===== src/rtl/hbg_pkg.sv =====
package hbg_pkg;

  localparam int unsigned DEF_QUAL_CYC = 5;    // 50 ns at 100 MHz
  localparam int unsigned DEF_HOLD_CYC = 450;  // 4.5 us at 100 MHz

  typedef enum logic {
    ARM_OFF = 1'b0,
    ARM_ON  = 1'b1
  } arm_state_e;

  localparam int unsigned CH_LO = 0;
  localparam int unsigned CH_HI = 1;
  localparam int unsigned N_CH  = 2;

endpackage


===== src/rtl/hbg_blank.sv =====
module hbg_blank #(
  parameter int unsigned QUAL_CYC = hbg_pkg::DEF_QUAL_CYC,
  parameter int unsigned HOLD_CYC = hbg_pkg::DEF_HOLD_CYC
) (
  input  logic clk_i,
  input  logic rst_ni,
  input  logic neg_i,
  output logic fire_o,
  output logic hold_o
);

  localparam int unsigned QW = $clog2(QUAL_CYC + 1);
  localparam int unsigned HW = $clog2(HOLD_CYC + 1);
  localparam logic [QW-1:0] QMAX = QW'(QUAL_CYC);
  localparam logic [HW-1:0] HMAX = HW'(HOLD_CYC);

  logic [QW-1:0] qcnt_q;
  logic [HW-1:0] hcnt_q;

  // qcnt_q: consecutive earlier high samples, saturating
  assign fire_o = neg_i && (qcnt_q == QMAX);
  assign hold_o = (hcnt_q != '0);

  always_ff @(posedge clk_i or negedge rst_ni) begin
    if (!rst_ni) begin
      qcnt_q <= '0;
    end else if (!neg_i) begin
      qcnt_q <= '0;
    end else if (qcnt_q != QMAX) begin
      qcnt_q <= qcnt_q + 1'b1;
    end
  end

  always_ff @(posedge clk_i or negedge rst_ni) begin
    if (!rst_ni) begin
      hcnt_q <= '0;
    end else if (fire_o) begin
      hcnt_q <= HMAX;
    end else if (hcnt_q != '0) begin
      hcnt_q <= hcnt_q - 1'b1;
    end
  end

  p_hold_restart_r9: assert property (@(posedge clk_i) disable iff (!rst_ni)
    fire_o |=> (hcnt_q == HMAX));

  p_hold_count_r7: assert property (@(posedge clk_i) disable iff (!rst_ni)
    (hold_o && !fire_o) |=> (hcnt_q == $past(hcnt_q) - 1'b1));

  p_short_pulse_r7: assert property (@(posedge clk_i) disable iff (!rst_ni)
    !neg_i |=> !fire_o || (QUAL_CYC == 0));

endmodule


===== src/rtl/hbg_arm.sv =====
module hbg_arm
  import hbg_pkg::*;
(
  input  logic clk_i,
  input  logic rst_ni,
  input  logic in_i,
  input  logic block_i,
  output logic rise_o,
  output logic armed_o
);

  logic       prev_q;
  arm_state_e state_q;
  arm_state_e state_d;

  assign rise_o  = in_i & ~prev_q;
  assign armed_o = (state_q == ARM_ON);

  always_comb begin
    state_d = state_q;
    if (block_i) begin
      state_d = ARM_OFF;
    end else if (rise_o) begin
      state_d = ARM_ON;
    end
  end

  // prev resets high: a level already high after reset is not an edge
  always_ff @(posedge clk_i or negedge rst_ni) begin
    if (!rst_ni) begin
      prev_q  <= 1'b1;
      state_q <= ARM_OFF;
    end else begin
      prev_q  <= in_i;
      state_q <= state_d;
    end
  end

  p_arm_clear_r8: assert property (@(posedge clk_i) disable iff (!rst_ni)
    block_i |=> !armed_o);

  p_arm_edge_r6: assert property (@(posedge clk_i) disable iff (!rst_ni)
    $rose(armed_o) |-> ($past(in_i) && !$past(block_i)));

endmodule


===== src/rtl/hb_gate_lockout.sv =====
module hb_gate_lockout
  import hbg_pkg::*;
#(
  parameter int unsigned QUAL_CYC = DEF_QUAL_CYC,
  parameter int unsigned HOLD_CYC = DEF_HOLD_CYC
) (
  input  logic clk_i,
  input  logic rst_ni,
  input  logic hin_i,
  input  logic lin_i,
  input  logic uv_low_i,
  input  logic uv_float_i,
  input  logic neg_vs_i,
  output logic ho_o,
  output logic lo_o
);

  logic fire;
  logic hold;
  logic hs_block;
  logic rise;
  logic armed;
  logic [N_CH-1:0] cmd;
  logic [N_CH-1:0] en;
  logic [N_CH-1:0] out_q;

  hbg_blank #(
    .QUAL_CYC (QUAL_CYC),
    .HOLD_CYC (HOLD_CYC)
  ) u_blank (
    .clk_i  (clk_i),
    .rst_ni (rst_ni),
    .neg_i  (neg_vs_i),
    .fire_o (fire),
    .hold_o (hold)
  );

  // low-side lockout gates but does not disarm
  assign hs_block = uv_float_i | fire | hold;

  hbg_arm u_arm (
    .clk_i   (clk_i),
    .rst_ni  (rst_ni),
    .in_i    (hin_i),
    .block_i (hs_block),
    .rise_o  (rise),
    .armed_o (armed)
  );

  assign cmd[CH_LO] = lin_i;
  assign cmd[CH_HI] = hin_i;
  assign en[CH_LO]  = ~uv_low_i;
  assign en[CH_HI]  = ~uv_low_i & ~hs_block & (armed | rise);

  for (genvar ch = 0; ch < N_CH; ch++) begin : g_out
    always_ff @(posedge clk_i or negedge rst_ni) begin
      if (!rst_ni) begin
        out_q[ch] <= 1'b0;
      end else begin
        out_q[ch] <= cmd[ch] & en[ch];
      end
    end
  end

  assign ho_o = out_q[CH_HI];
  assign lo_o = out_q[CH_LO];

  p_uv_low_lo_r2: assert property (@(posedge clk_i) disable iff (!rst_ni)
    uv_low_i |=> !lo_o);

  p_uv_low_ho_r2: assert property (@(posedge clk_i) disable iff (!rst_ni)
    uv_low_i |=> !ho_o);

  p_lo_follow_r1: assert property (@(posedge clk_i) disable iff (!rst_ni)
    !uv_low_i |=> (lo_o == $past(lin_i)));

  p_float_ho_r5: assert property (@(posedge clk_i) disable iff (!rst_ni)
    uv_float_i |=> !ho_o);

  p_blank_ho_r7: assert property (@(posedge clk_i) disable iff (!rst_ni)
    (fire || hold) |=> !ho_o);

  p_ho_phase_r1: assert property (@(posedge clk_i) disable iff (!rst_ni)
    ho_o |-> $past(hin_i));

endmodule


===== config.mk =====
export PLATFORM = sky130hd
export DESIGN_NAME = hb_gate_lockout
export DESIGN_NICKNAME = d
export VERILOG_FILES = /design/src/rtl/hbg_pkg.sv /design/src/rtl/hbg_blank.sv /design/src/rtl/hbg_arm.sv /design/src/rtl/hb_gate_lockout.sv
export SDC_FILE = /design/constraint.sdc
export NUM_CORES = 1
export LEC_CHECK = 0
export BUFFER_PORTS_ARGS = -buffer_cell sky130_fd_sc_hd__buf_4
export CAP_MARGIN = 20
export CORE_MARGIN = 2
export CORE_UTILIZATION = 49
export CTS_CLUSTER_SIZE = 12
export DETAILED_ROUTE_END_ITERATION = 10
export PLACE_DENSITY = 0.71
export RECOVER_POWER = 25
export REMOVE_ABC_BUFFERS = 1
export SYNTH_ARGS = -nofsm -noshare
export SYNTH_HDL_FRONTEND = slang
export SYNTH_SLANG_ARGS = --single-unit

===== constraint.sdc =====
create_clock -name clk_i -period 1.45 [get_ports clk_i]
set_input_delay 0.145 -clock clk_i [delete_from_list [all_inputs] [get_ports clk_i]]
set_output_delay 0.145 -clock clk_i [all_outputs]
set_load 0.05 [all_outputs]

==> flow_summary_export.csv <==
group,metric,value,unit
cts,numCtsBuffers,3,
sta,min_period,1.58,ns
cells_and_area,most-common-layout-cells,"28 x buf_4, 14 x dfrtp_1, 8 x nor2_1, 6 x inv_1",
cells_and_area,fill_cells,103,
route,avgViaCountPerCell,5.26,
sta,maxSlewHeadroom,41.4,%
sta,final_hold_viol_count,0,
worst_hold_path,hold_depth,2,
die,start_util,52.5,%
die,die_w,44.4,um
cells_and_area,syn_to_final_growth,42.1,%
route,ant_nets,0,
route,drtIter0Drc,4,
global_routing,grt_pass1_vias,651,
die,fp.coreArea,0.00152,sq mm
power,power.leakage,0.531,nW
cts,tritoncts,"built",
cts,cts-root-buf,"clkbuf_4",
worst_setup_path,critical_path.max_fanout,3,
global_routing,grt-ovfl-total,0,
worst_setup_path,critPathRequiredTime,1.67,ns
outcome,violations,"negative setup slack",
sta,setup_slack,-0.130,ns
route,routed_wl,1.78,mm
die,die_h,44.4,um
worst_setup_path,start_kind,"flop",
sta,clock_skew,0.00561,ns
place,place_congestion,0.776,
yosys,synth_cell_types,30,
global_routing,grt_max_degree,17,
route,drc,0,
power,power,1.86,mW
job,maxCapViolCount,0,
cells_and_area,layout.nets,120,
yosys,ys.warnings.count,0,
yosys,syn_avg_cell_area,10.8,sq um
power,cellPowerDensity,1640,mW/mm^2
die,rows,14,
outcome,status,"complete, but fails checks",
global_routing,antenna_found_initial,0,
sta,rsz0062_at_grt,"true",
global_routing,grtUsageTotal,19.4,%
cells_and_area,fin_area,0.00114,sq mm
place,place_area,981,sq um
yosys,synth.yosys.seq_area_share,50.2,%
die,io_pins,9,
route,avgRoutedWirePerCell,14.2,um
yosys,ys_ff_latch,16,
sta,fmax,0.633,GHz
route,first_pass_iters,3,
sta,slew_violations,0,
worst_setup_path,crit_arrival,1.80,ns
cts,clk_pin_slew,0.10,ns
worst_hold_path,min-delay-path-class,"in -> reg",
cts,cts.sinks,16,
die,die-area,0.00197,sq mm
cells_and_area,drive_gt1_share,43.1,%
yosys,synth_area,800,sq um
power,vdd_drop_max,946,uV
worst_setup_path,critPathKind,"reg -> reg",
yosys,synth_cells,74,
cells_and_area,final_common_cell,"buf_4",
worst_setup_path,worstSetupEndpointType,"flop",
place,portBuffers,8,
sta,setup_tns,-0.664,ns
cells_and_area,num_antenna_cells,0,
sta,setup_viol,9,
cts,clock_latency,0.28,ns
route,vias,658,
sta,worst_pin_slew,0.879,ns
cts,htreeDepth,1,
sta,fin_crit_sh,109,%
global_routing,grt_pass1_wl,2.75,mm
cts,cts_buffer_depth,2,
worst_setup_path,r2r_cells,7,
place,hpwl,1.18,mm
layer usage:
| metal | up-vias | global-route usage (%) | wire length [um] |
|---|---|---|---|
| li1 | 326 | - | - |
| met1 | 320 | 24.1 | 780 |
| met2 | 8 | 33.2 | 941 |
| met3 | 4 | 2.45 | 31 |
| met4 | 0 | 9.09 | 23 |
| met5 | - | 0 | 0 |
critical path, cell delays in order, from the launching register on:
cell,delay (ns)
dfrtp_1,0.42
inv_1,0.08
ha_2,0.17
nor4b_4,0.26
nand2_2,0.12
buf_4,0.17
and2_1,0.16
o21ai_2,0.12
synthesized netlist by cell type:
cell type,n,area share (%)
clkbuf_1,1,0.47
inv_1,6,2.8
a211oi_1,1,0.94
nand2_2,1,0.78
nor3_2,1,1.3
ha_1,3,4.7
a31oi_1,1,0.78
nor4_4,2,5.3
a31o_2,1,1.1
nor2b_1,1,0.78
nor4b_4,1,3.0
o31ai_1,1,0.94
and2_1,2,1.6
or3_1,1,0.78
a21oi_1,6,3.8
and3_1,2,1.6
xnor2_1,4,4.4
nand2_1,5,2.3
o21ai_0,1,0.63
dfrtp_1,15,47
nor3_1,1,0.63
o21ai_1,2,1.3
or4_4,1,1.4
nor2_1,8,3.8
and3b_1,1,1.1
nand2b_1,1,0.78
nand3_1,1,0.63
o211a_1,1,1.3
xor2_1,1,1.1
dfstp_2,1,3.3
where the power goes:
part / leakage, nW / total [mW] / internal (mW) / switching [mW]
clock network: 0.0210 / 0.293 / 0.153 / 0.141
registers: 0.192 / 0.723 / 0.570 / 0.153
logic: 0.318 / 0.847 / 0.476 / 0.371
path summary, 6_finish.rpt:
kind,from,to,slack [ns]
worst min-delay path,lin_i,lo_o,0.08
worst max-delay path,u_blank.hcnt_q[1],u_blank.hcnt_q[1],-0.13
max in group asynchronous,rst_ni,u_blank.hcnt_q[6],0.37
worst min register to register,u_blank.qcnt_q[2],u_blank.qcnt_q[2],0.54
min in group asynchronous,rst_ni,u_blank.hcnt_q[7],0.48
worst max register to register,u_blank.hcnt_q[1],u_blank.hcnt_q[1],-0.13
logic make-up after synthesis:
group / Yosys count / share of synthesized area [%]
adders and majority gates: 3 / 4.70
AOI/OAI and AO/OA: 14 / 10.6
buffers and inverters: 7 / 3.29
DFF: 16 / 50.2
xor gates and xnor gates: 5 / 5.48
and+or+nand+nor: 29 / 25.7
sequential cells by signal, summed over array words and instances (netlist names):
register	flops
u_blank.hcnt_q	9
u_blank.qcnt_q	3
ho_o	1
lo_o	1
u_arm.armed_o	1
u_arm.prev_q	1
stage by stage:
| stage | hold WS, ns | worst slack, ns | cells | util [%] |
|---|---|---|---|---|
| floorplan | -0.151 | -0.0399 | 73 | - |
| global placement | 0.0141 | -0.0689 | 111 | 64.4 |
| detailed placement | 0.0158 | -0.0819 | 111 | 64.4 |
| CTS | 0.0132 | -0.101 | 119 | 70.0 |
| global route | 0.0819 | -0.236 | 125 | 74.5 |
| finish | 0.0813 | -0.130 | 125 | 74.5 |
layout make-up:
| class | instances | area, sq um | area share [%] |
|---|---|---|---|
| tap | 16 | 20.0 | 1.76 |
| inverter | 6 | 22.5 | 1.98 |
| multi-input combinational | 51 | 410 | 36.1 |
| sequential | 16 | 403 | 35.5 |
| clock buffer | 4 | 36.3 | 3.19 |
| timing repair buffer | 32 | 244 | 21.5 |
repair_timing:
| item | in CTS | in global routing |
|---|---|---|
| setup endpoints to repair | 6 | 11 |
| gates resized for setup | 2 | 7 |
| hold endpoints to repair | 18 | 0 |
| buffers inserted | 1 | 6 |
| pin swaps | 2 | 10 |
| cloned | 0 | 0 |
| hold buffers | 3 | 0 |
(Power assumes the default switching activity.)
